File: src/rtl/dbs_pkg.sv
package dbs_pkg;
  typedef enum logic [1:0] {
    ST_IDLE = 2'd0,
    ST_REQ  = 2'd1,
    ST_WAIT = 2'd2
  } seq_state_e;

  typedef enum logic {
    PH_FILL  = 1'b0,
    PH_DRAIN = 1'b1
  } phase_e;
endpackage

File: src/rtl/dbs_wrap_decode.sv
module dbs_wrap_decode #(
  parameter int CODE_W = 3,
  parameter int SZ_W   = 6
) (
  input  logic [CODE_W-1:0] code,
  output logic [SZ_W-1:0]   cap
);
  localparam int NCODE = 1 << CODE_W;
  localparam int TOPK  = SZ_W - 1;

  logic [SZ_W-1:0] cap_tbl [NCODE];

  // Entry k holds 2^(k+1)-1 bursts; codes above TOPK saturate.
  for (genvar g = 0; g < NCODE; g++) begin : g_ent
    localparam int K = (g > TOPK) ? TOPK : g;
    assign cap_tbl[g] = SZ_W'((1 << (K + 1)) - 1);
  end

  assign cap = cap_tbl[code];
endmodule

File: src/rtl/dbs_cfg_regs.sv
module dbs_cfg_regs #(
  parameter int CODE_W = 3,
  parameter int SZ_W   = 6
) (
  input  logic              clk,
  input  logic              rst_n,
  input  logic              load,
  input  logic [CODE_W-1:0] code_in,
  input  logic [SZ_W-1:0]   src_in,
  input  logic [SZ_W-1:0]   dst_in,
  output logic [CODE_W-1:0] code_q,
  output logic [SZ_W-1:0]   src_q,
  output logic [SZ_W-1:0]   dst_q
);
  logic [CODE_W-1:0] code_d;
  logic [SZ_W-1:0]   src_d, dst_d;

  // A programmed size of zero is taken as a single burst.
  always_comb begin
    code_d = code_q;
    src_d  = src_q;
    dst_d  = dst_q;
    if (load) begin
      code_d = code_in;
      src_d  = (src_in == '0) ? SZ_W'(1) : src_in;
      dst_d  = (dst_in == '0) ? SZ_W'(1) : dst_in;
    end
  end

  always_ff @(posedge clk or negedge rst_n) begin
    if (!rst_n) begin
      code_q <= '0;
      src_q  <= SZ_W'(1);
      dst_q  <= SZ_W'(1);
    end else begin
      code_q <= code_d;
      src_q  <= src_d;
      dst_q  <= dst_d;
    end
  end
endmodule

File: src/rtl/dbs_level_ctr.sv
module dbs_level_ctr #(
  parameter int SZ_W  = 6,
  parameter int LEN_W = 12
) (
  input  logic             clk,
  input  logic             rst_n,
  input  logic             load,
  input  logic [LEN_W-1:0] total_in,
  input  logic             upd,
  input  logic             upd_write,
  input  logic [SZ_W-1:0]  upd_cnt,
  output logic [SZ_W-1:0]  level,
  output logic [LEN_W-1:0] remain
);
  logic [SZ_W-1:0]  level_d;
  logic [LEN_W-1:0] remain_d;

  always_comb begin
    level_d  = level;
    remain_d = remain;
    if (load) begin
      level_d  = '0;
      remain_d = total_in;
    end else if (upd) begin
      if (upd_write) begin
        level_d = level - upd_cnt;
      end else begin
        level_d  = level + upd_cnt;
        remain_d = remain - LEN_W'(upd_cnt);
      end
    end
  end

  always_ff @(posedge clk or negedge rst_n) begin
    if (!rst_n) begin
      level  <= '0;
      remain <= '0;
    end else begin
      level  <= level_d;
      remain <= remain_d;
    end
  end
endmodule

File: src/rtl/dbs_seq.sv
module dbs_seq
  import dbs_pkg::*;
#(
  parameter int SZ_W  = 6,
  parameter int LEN_W = 12
) (
  input  logic             clk,
  input  logic             rst_n,
  input  logic             accept,
  input  logic [SZ_W-1:0]  cap,
  input  logic [SZ_W-1:0]  src_q,
  input  logic [SZ_W-1:0]  dst_q,
  input  logic [SZ_W-1:0]  level,
  input  logic [LEN_W-1:0] remain,
  input  logic             req_ready,
  input  logic             xfer_done,
  output logic             req_valid,
  output logic             req_write,
  output logic [SZ_W-1:0]  req_bursts,
  output logic             upd,
  output logic             upd_write,
  output logic [SZ_W-1:0]  upd_cnt,
  output logic             busy
);
  seq_state_e      state_q, state_d;
  phase_e          phase_q, phase_d;
  logic [SZ_W-1:0] cnt_q, cnt_d;

  logic [SZ_W-1:0]  space;
  logic [SZ_W-1:0]  rd_cnt, wr_cnt;
  logic [SZ_W-1:0]  lvl_after_rd, lvl_after_wr;
  logic [LEN_W-1:0] rem_after_rd;
  logic             rem_small;

  // Read count: smallest of source size, free space and unread remainder.
  always_comb begin
    space     = cap - level;
    rd_cnt    = (src_q < space) ? src_q : space;
    rem_small = (remain < LEN_W'(rd_cnt));
    if (rem_small) rd_cnt = remain[SZ_W-1:0];
    wr_cnt    = (dst_q < level) ? dst_q : level;
  end

  assign lvl_after_rd = level + cnt_q;
  assign lvl_after_wr = level - cnt_q;
  assign rem_after_rd = remain - LEN_W'(cnt_q);

  always_comb begin
    state_d = state_q;
    phase_d = phase_q;
    cnt_d   = cnt_q;
    unique case (state_q)
      ST_IDLE: begin
        if (accept) begin
          state_d = ST_REQ;
          phase_d = PH_FILL;
        end
      end
      ST_REQ: begin
        if (req_ready) begin
          state_d = ST_WAIT;
          cnt_d   = req_bursts;
        end
      end
      ST_WAIT: begin
        if (xfer_done) begin
          state_d = ST_REQ;
          if (phase_q == PH_FILL) begin
            if ((lvl_after_rd == cap) || (rem_after_rd == '0)) phase_d = PH_DRAIN;
          end else if (lvl_after_wr == '0) begin
            if (remain == '0) state_d = ST_IDLE;
            else              phase_d = PH_FILL;
          end
        end
      end
      default: state_d = ST_IDLE;
    endcase
  end

  always_ff @(posedge clk or negedge rst_n) begin
    if (!rst_n) begin
      state_q <= ST_IDLE;
      phase_q <= PH_FILL;
      cnt_q   <= '0;
    end else begin
      state_q <= state_d;
      phase_q <= phase_d;
      cnt_q   <= cnt_d;
    end
  end

  assign req_valid  = (state_q == ST_REQ);
  assign req_write  = (phase_q == PH_DRAIN);
  assign req_bursts = (phase_q == PH_DRAIN) ? wr_cnt : rd_cnt;
  assign upd        = (state_q == ST_WAIT) && xfer_done;
  assign upd_write  = (phase_q == PH_DRAIN);
  assign upd_cnt    = cnt_q;
  assign busy       = (state_q != ST_IDLE);
endmodule

File: src/rtl/dma_burst_sched.sv
module dma_burst_sched #(
  parameter int CODE_W = 3,
  parameter int SZ_W   = 6,
  parameter int LEN_W  = 12
) (
  input  logic              clk,
  input  logic              rst_n,
  input  logic              start,
  input  logic [CODE_W-1:0] wrap_code,
  input  logic [SZ_W-1:0]   src_size,
  input  logic [SZ_W-1:0]   dst_size,
  input  logic [LEN_W-1:0]  total_len,
  output logic              req_valid,
  input  logic              req_ready,
  output logic              req_write,
  output logic [SZ_W-1:0]   req_bursts,
  input  logic              xfer_done,
  output logic              busy,
  output logic [SZ_W-1:0]   fill_level
);
  logic              accept;
  logic [CODE_W-1:0] code_q;
  logic [SZ_W-1:0]   src_q, dst_q, cap_w;
  logic [LEN_W-1:0]  remain;
  logic              upd, upd_write;
  logic [SZ_W-1:0]   upd_cnt;

  assign accept = start && !busy && (total_len != '0);

  dbs_cfg_regs #(.CODE_W(CODE_W), .SZ_W(SZ_W)) u_cfg (
    .clk     (clk),
    .rst_n   (rst_n),
    .load    (accept),
    .code_in (wrap_code),
    .src_in  (src_size),
    .dst_in  (dst_size),
    .code_q  (code_q),
    .src_q   (src_q),
    .dst_q   (dst_q)
  );

  dbs_wrap_decode #(.CODE_W(CODE_W), .SZ_W(SZ_W)) u_dec (
    .code (code_q),
    .cap  (cap_w)
  );

  dbs_level_ctr #(.SZ_W(SZ_W), .LEN_W(LEN_W)) u_lvl (
    .clk       (clk),
    .rst_n     (rst_n),
    .load      (accept),
    .total_in  (total_len),
    .upd       (upd),
    .upd_write (upd_write),
    .upd_cnt   (upd_cnt),
    .level     (fill_level),
    .remain    (remain)
  );

  dbs_seq #(.SZ_W(SZ_W), .LEN_W(LEN_W)) u_seq (
    .clk        (clk),
    .rst_n      (rst_n),
    .accept     (accept),
    .cap        (cap_w),
    .src_q      (src_q),
    .dst_q      (dst_q),
    .level      (fill_level),
    .remain     (remain),
    .req_ready  (req_ready),
    .xfer_done  (xfer_done),
    .req_valid  (req_valid),
    .req_write  (req_write),
    .req_bursts (req_bursts),
    .upd        (upd),
    .upd_write  (upd_write),
    .upd_cnt    (upd_cnt),
    .busy       (busy)
  );
endmodule

File: config.mk
export PLATFORM = sky130hd
export DESIGN_NAME = dma_burst_sched
export DESIGN_NICKNAME = d
export VERILOG_FILES = /design/src/rtl/dbs_pkg.sv /design/src/rtl/dbs_wrap_decode.sv /design/src/rtl/dbs_cfg_regs.sv /design/src/rtl/dbs_level_ctr.sv /design/src/rtl/dbs_seq.sv /design/src/rtl/dma_burst_sched.sv
export SDC_FILE = /design/constraint.sdc
export NUM_CORES = 1
export LEC_CHECK = 0
export ABC_AREA = 1
export BUFFER_PORTS_ARGS = -buffer_cell sky130_fd_sc_hd__buf_2
export CORE_MARGIN = 2
export CORE_UTILIZATION = 30
export CTS_BUF_LIST = sky130_fd_sc_hd__clkbuf_4
export DETAILED_ROUTE_END_ITERATION = 7
export PLACE_DENSITY = 0.49
export SYNTH_ARGS = -nofsm -noshare
export SYNTH_HDL_FRONTEND = slang
export SYNTH_HIERARCHICAL = 1
export SYNTH_SLANG_ARGS = --single-unit
export TNS_END_PERCENT = 10
File: constraint.sdc
create_clock -name clk -period 5.5 [get_ports clk]
set_input_delay 0.55 -clock clk [delete_from_list [all_inputs] [get_ports clk]]
set_output_delay 0.55 -clock clk [all_outputs]
set_load 0.005 [all_outputs]
After elaboration in Yosys (flattened, before gate mapping)
Memory sizes are Yosys's and may differ from the RTL's.
Index checks and enable logic that the tools add are counted.
- logic and storage cells: 72
- ROM bits: 48
- register bits: 42
- memories kept: 1
- memory list (memory ; depth ; width ; rd ports ; clocked after Yosys merged registers in ; wr ports ; RTL line ; RTL):
    (no name shown) ; 8 ; 6 ; 1 ; 0 ; 0 ; dbs_wrap_decode.sv:19 ; assign cap = cap_tbl[code];
- $lt $le $gt $ge: 4
- mux-type cells: 28
- reduce and logical (&&, ||, !) cells: 19
- bitwise logic cells: 1
- $add $sub $neg: 4
- equal/unequal tests: 7
- operators by type and width (operator ; number):
    $mux W6 ; 11
    $mux W12 ; 3
    $logic_not A12 Y1 ; 2
    $logic_not A6 Y1 ; 3
    $lt A12 B6 Y1 ; 1
    $lt A6 B6 Y1 ; 2
    $reduce_bool A12 Y1 ; 1
    $sub A12 B6 Y12 ; 1
    $sub A6 B6 Y6 ; 2
    $mux W2 ; 5
    $mux W1 ; 7
    $add A6 B6 Y6 ; 1
    $eq A6 B6 Y1 ; 1
    $ne A2 B2 Y1 const B ; 3
    $pmux W2 S3 ; 1
    $reduce_and A3 Y1 ; 2
    $reduce_bool A2 Y1 ; 3
    $ge A4 B4 Y1 const B ; 1
    $not A3 Y4 ; 1
    $reduce_and A2 Y1 ; 2
    $logic_and A1 B1 Y1 ; 3
    $eq A2 B1 Y1 const B ; 1
    $eq A2 B2 Y1 const B ; 1
    $logic_not A2 Y1 ; 1
    4 further kinds ; 4

Longest topological paths before layout
- depth in word-level cells: 10
- depth in mapped cells: 29

Hierarchy
Netlist, hierarchy kept.
- modules (own cells, without submodules) (module ; times used ; area an instance (um^2) ; cells each):
    dbs_seq ; 1 ; 2025.7 ; 303
    dbs_level_ctr ; 1 ; 1562.7 ; 235
    dbs_cfg_regs ; 1 ; 600.6 ; 69
    dma_burst_sched ; 1 ; 52.6 ; 13
    dbs_wrap_decode ; 1 ; 47.5 ; 10

Worst setup path after synthesis
OpenSTA, ideal clock, no wires.
- path type: flip-flop to output port
- start point: register u_cfg.code_q[1]
- end point: output req_bursts[3]
- buffers on the path: 0
- required time: 4950 ps
- slack: 1467 ps
- stages on the path, launching flop included: 22
- data arrival time: 3483 ps
- cell sequence: dfrtp_1 or2_1 ha_1 nand2_1 nand2_1 a31oi_1 xor2_1 ha_1 a21oi_1 nand2_1 a21oi_1 nand2_2 nand2_4 inv_1 nand2_1 o21ai_0 ha_1 a2111oi_4 nand2_4 nand2_1 nand3_1 and2_1
- word-level cells in the longest chain between the ends: 10
- ends and longest elaborated chain (element ; RTL line ; RTL):
    start: declaration ; dbs_cfg_regs.sv:11 ; output logic [CODE_W-1:0] code_q,
    start signal: assignment ; dbs_cfg_regs.sv:36 ; code_q <= code_d;
    $not A3 Y4 (not written as such) * ; dbs_wrap_decode.sv:19 ;
    $mem_v2 Z8 W6 * ; - ;
    $mux W6 (not written as such) * (2 in a row) ; dbs_wrap_decode.sv:19 ;
    via cap_w[2] ; dma_burst_sched.sv:23 ; logic [SZ_W-1:0] src_q, dst_q, cap_w;
    $sub A6 B6 Y6 * ; dbs_seq.sv:37 ; space = cap - level;
    $lt A6 B6 Y1 ; dbs_seq.sv:38 ; rd_cnt = (src_q < space) ? src_q : space;
    $mux W6 * ; dbs_seq.sv:38 ;
    $lt A12 B6 Y1 ; dbs_seq.sv:39 ; rem_small = (remain < LEN_W'(rd_cnt));
    $mux W6 * ; dbs_seq.sv:40 ; if (rem_small) rd_cnt = remain[SZ_W-1:0];
    $mux W6 * ; dbs_seq.sv:94 ; assign req_bursts = (phase_q == PH_DRAIN) ? wr_cnt : rd_cnt;
    end: declaration ; dma_burst_sched.sv:16 ; output logic [SZ_W-1:0] req_bursts,
The timed path passes the listed nets; every way through them passes the cells marked *. The select of a mux whose other input is x is not followed.

Worst setup path after layout
- start point: register u_cfg.code_q[2]
- end point: output req_bursts[3]
Same word-level chain as after synthesis.

==> impl_metrics.csv <==
group,metric,value,unit
sta,setup_violations,0,
sta,period_share,93.83,%
worst_setup_path,arrival,4610,ps
yosys,synth.distinct_cells,43,
clocking,cts_tree,"yes",
floorplanning,die_h,123.6,um
yosys,seq_area_frac_synth,24.56,%
sta,finClkSkew,25.41,ps
detailed_routing,drt-total-wl,12600,um
placed_design,gp_congestion,0.8709,
sta,tightest_slew,1032,ps
job,drv_cap,0,
detailed_routing,first_iter_violations,232,
detailed_routing,ant_nets,0,
worst_setup_path,worst_setup_path_start_kind,"flop",
final_layout,fin_nets,758,
global_routing,grt_max_degree,43,
sta,fin_setup_tns,0,ps
clocking,cts_setup_buffers,0,
floorplanning,initial_core_util,30.78,%
sta,fin_crit,5161,ps
yosys,synth_seq_cells,42,
clocking,clk_latency,410,ps
placed_design,io_buffers,46,
global_routing,grt_remaining_overflow,0,
detailed_routing,vias_per_cell,4.784,
worst_setup_path,path_class,"reg -> out",
final_layout,syn_to_final_growth,11.14,%
floorplanning,core_area,13930,um2
yosys,synth_warnings,6,
worst_setup_path,crit_path_max_fanout,7,
floorplanning,fp.dieArea,15270,um2
clocking,cts_resized,0,
min_path,hold_path.class,"in -> async",
yosys,synth_area,4289,um2
placed_design,dpl.hpwl,10200,um
final_layout,drive_above_1_share,11.85,%
detailed_routing,drc,0,
sta,slew_violations,0,
placed_design,place_area,4696,um2
detailed_routing,first_pass_iters,4,
worst_setup_path,r2r_cells,22,
global_routing,grt_pass1_wl,20180,um
clocking,clock_sinks,42,
sta,rsz0062_at_grt,"no",
sta,fmax,193.8,MHz
clocking,cts_hold_buf,0,
yosys,synthesis.nets,713,
floorplanning,rows,43,
detailed_routing,routedWlPerCell,14.74,um
worst_setup_path,critPathRequiredTime,4950,ps
clocking,cts_buffer_depth,2,
global_routing,grt_pass1_vias,3977,
final_layout,final_area,4767,um2
worst_setup_path,endpoint_kind,"output pin",
clocking,cts_root_buffer,"clkbuf_4",
clocking,htreeDepth,2,
global_routing,grt_usage,17.43,%
floorplanning,die_x,123.6,um
sta,slew-limit-headroom,31.22,%
clocking,cts_buffers,5,
clocking,clk_pin_slew,150,ps
final_layout,diodes,0,
sta,hold_viol,0,
yosys,avgSynthCellArea,6.808,um2
detailed_routing,dr_total_vias,4090,
floorplanning,ios,47,
yosys,syn_inst,630,
global_routing,grt_antenna_before_repair,0,
status,status,"complete, no violations",
[cell families after synthesis]
family | synth area share (%)
DFF | 24.56
xor gates and xnor gates | 5.513
adders and majority gates | 15.58
other | 0.08743
AOI/OAI and AO/OA | 11.67
buffers and inverters | 10.41
and+or+nand+nor | 32.18
[area by class of cell]
cell class | instances | area (um2)
multi-input cells | 476 | 2793
fillers | 1529 | 9168
flip-flops and latches | 42 | 1054
clock buffers | 5 | 37.54
repair buffers | 47 | 237.7
clock inverters | 2 | 33.78
well taps | 180 | 225.2
inverters | 103 | 386.6
[critical path, stage by stage (launching register included)]
cell	delay (ps)
dfrtp_1	460
or2_1	250
ha_1	380
nand2_1	90
nand2_1	80
a31oi_1	190
xor2_1	260
ha_1	290
a21oi_1	170
nand2_1	70
a21oi_1	170
nand2_2	100
nand2_4	90
inv_1	80
nand2_1	60
o21ai_0	110
ha_1	240
a2111oi_4	530
nand2_4	130
nand2_1	80
nand3_1	90
and2_1	170
buf_2	120
[routing by layer]
layer,global-route usage (%),up-vias,share of wire (%)
li1,-,2106,-
met1,22.88,1898,49
met2,28.33,71,45
met3,3.663,15,4.1
met4,6.108,0,2.0
met5,0,-,0
[worst paths after layout]
check                                             from                           end  slack [ps]
setup reg to reg           u_cfg/code_q[2]$_DFFE_PN0P_  u_seq/upd_cnt[3]$_DFFE_PN0P_        1230
max in group asynchronous                        rst_n    u_lvl/level[5]$_DFFE_PN0P_        4540
min in group clk                          wrap_code[0]   u_cfg/code_q[0]$_DFFE_PN0P_         350
setup / recovery           u_cfg/code_q[2]$_DFFE_PN0P_                 req_bursts[3]         340
hold / removal                                   rst_n    u_cfg/dst_q[5]$_DFFE_PN0P_         310
hold reg to reg            u_cfg/code_q[0]$_DFFE_PN0P_   u_cfg/code_q[0]$_DFFE_PN0P_         540
[cell usage in the layout (no fill, tap or decap), types with 6 or more instances in the layout]
cell	instances
nand3_1	42
inv_1	99
nand4_1	7
xor2_1	20
nor3_1	8
o211ai_1	7
dfrtp_1	40
xnor2_1	7
a21oi_1	24
o21ai_0	28
nand2_1	166
and2_1	6
ha_1	47
nor2_1	60
buf_2	46
nand2_2	6
o21bai_1	6
[through the flow]
stage / hold slack (ps) / util [%] / setup slack (ps) / cells
floorplan: 254.4 / - / 1467 / 630
global placement: 499.4 / 33.70 / 982.8 / 848
detailed placement: 498.4 / 33.70 / 826.3 / 848
CTS: 321.6 / 34.21 / 327.0 / 855
global route: 310.7 / 34.21 / 40.32 / 855
finish: 311.4 / 34.21 / 339.4 / 855
[cell usage after synthesis (all sizes together)]
cell type	count	area, um2
o22ai	2	12.51
a31oi	2	12.51
conb	1	3.750
dfstp	2	52.55
a21oi	25	125.1
o21ai	29	145.1
or2	3	18.77
o2111ai	2	17.52
nor2	63	244.0
xnor2	7	61.31
fa	4	80.08
o21bai	6	45.04
o31ai	2	15.01
nand3b	1	7.510
clkbuf	3	11.26
o211ai	7	52.55
nand4	7	43.79
nand3	47	260.3
xor2	20	175.2
nor4	3	18.77
nand2	175	694.4
o311ai	1	8.760
and2	7	43.80
buf	6	48.80
nor4b	1	8.760
inv	103	386.6
a2111oi	1	27.53
ha	47	588.1
a21boi	2	15.01
a211oi	1	7.510
nor3	8	40.04
o221ai	1	8.760
dfrtp	40	1001
o21a	1	7.510
[flip-flops by register name, summed over array words and instances (netlist names)]
signal / flops
u_seq/upd_cnt: 6
u_cfg/dst_q: 6
u_seq/req_write: 1
u_cfg/src_q: 6
u_seq/state_q: 2
u_lvl/level: 6
u_cfg/code_q: 3
u_lvl/remain: 12
Power is not shown: default switching activity piles up to over one toggle a cycle in this logic, so the estimate is an artifact.
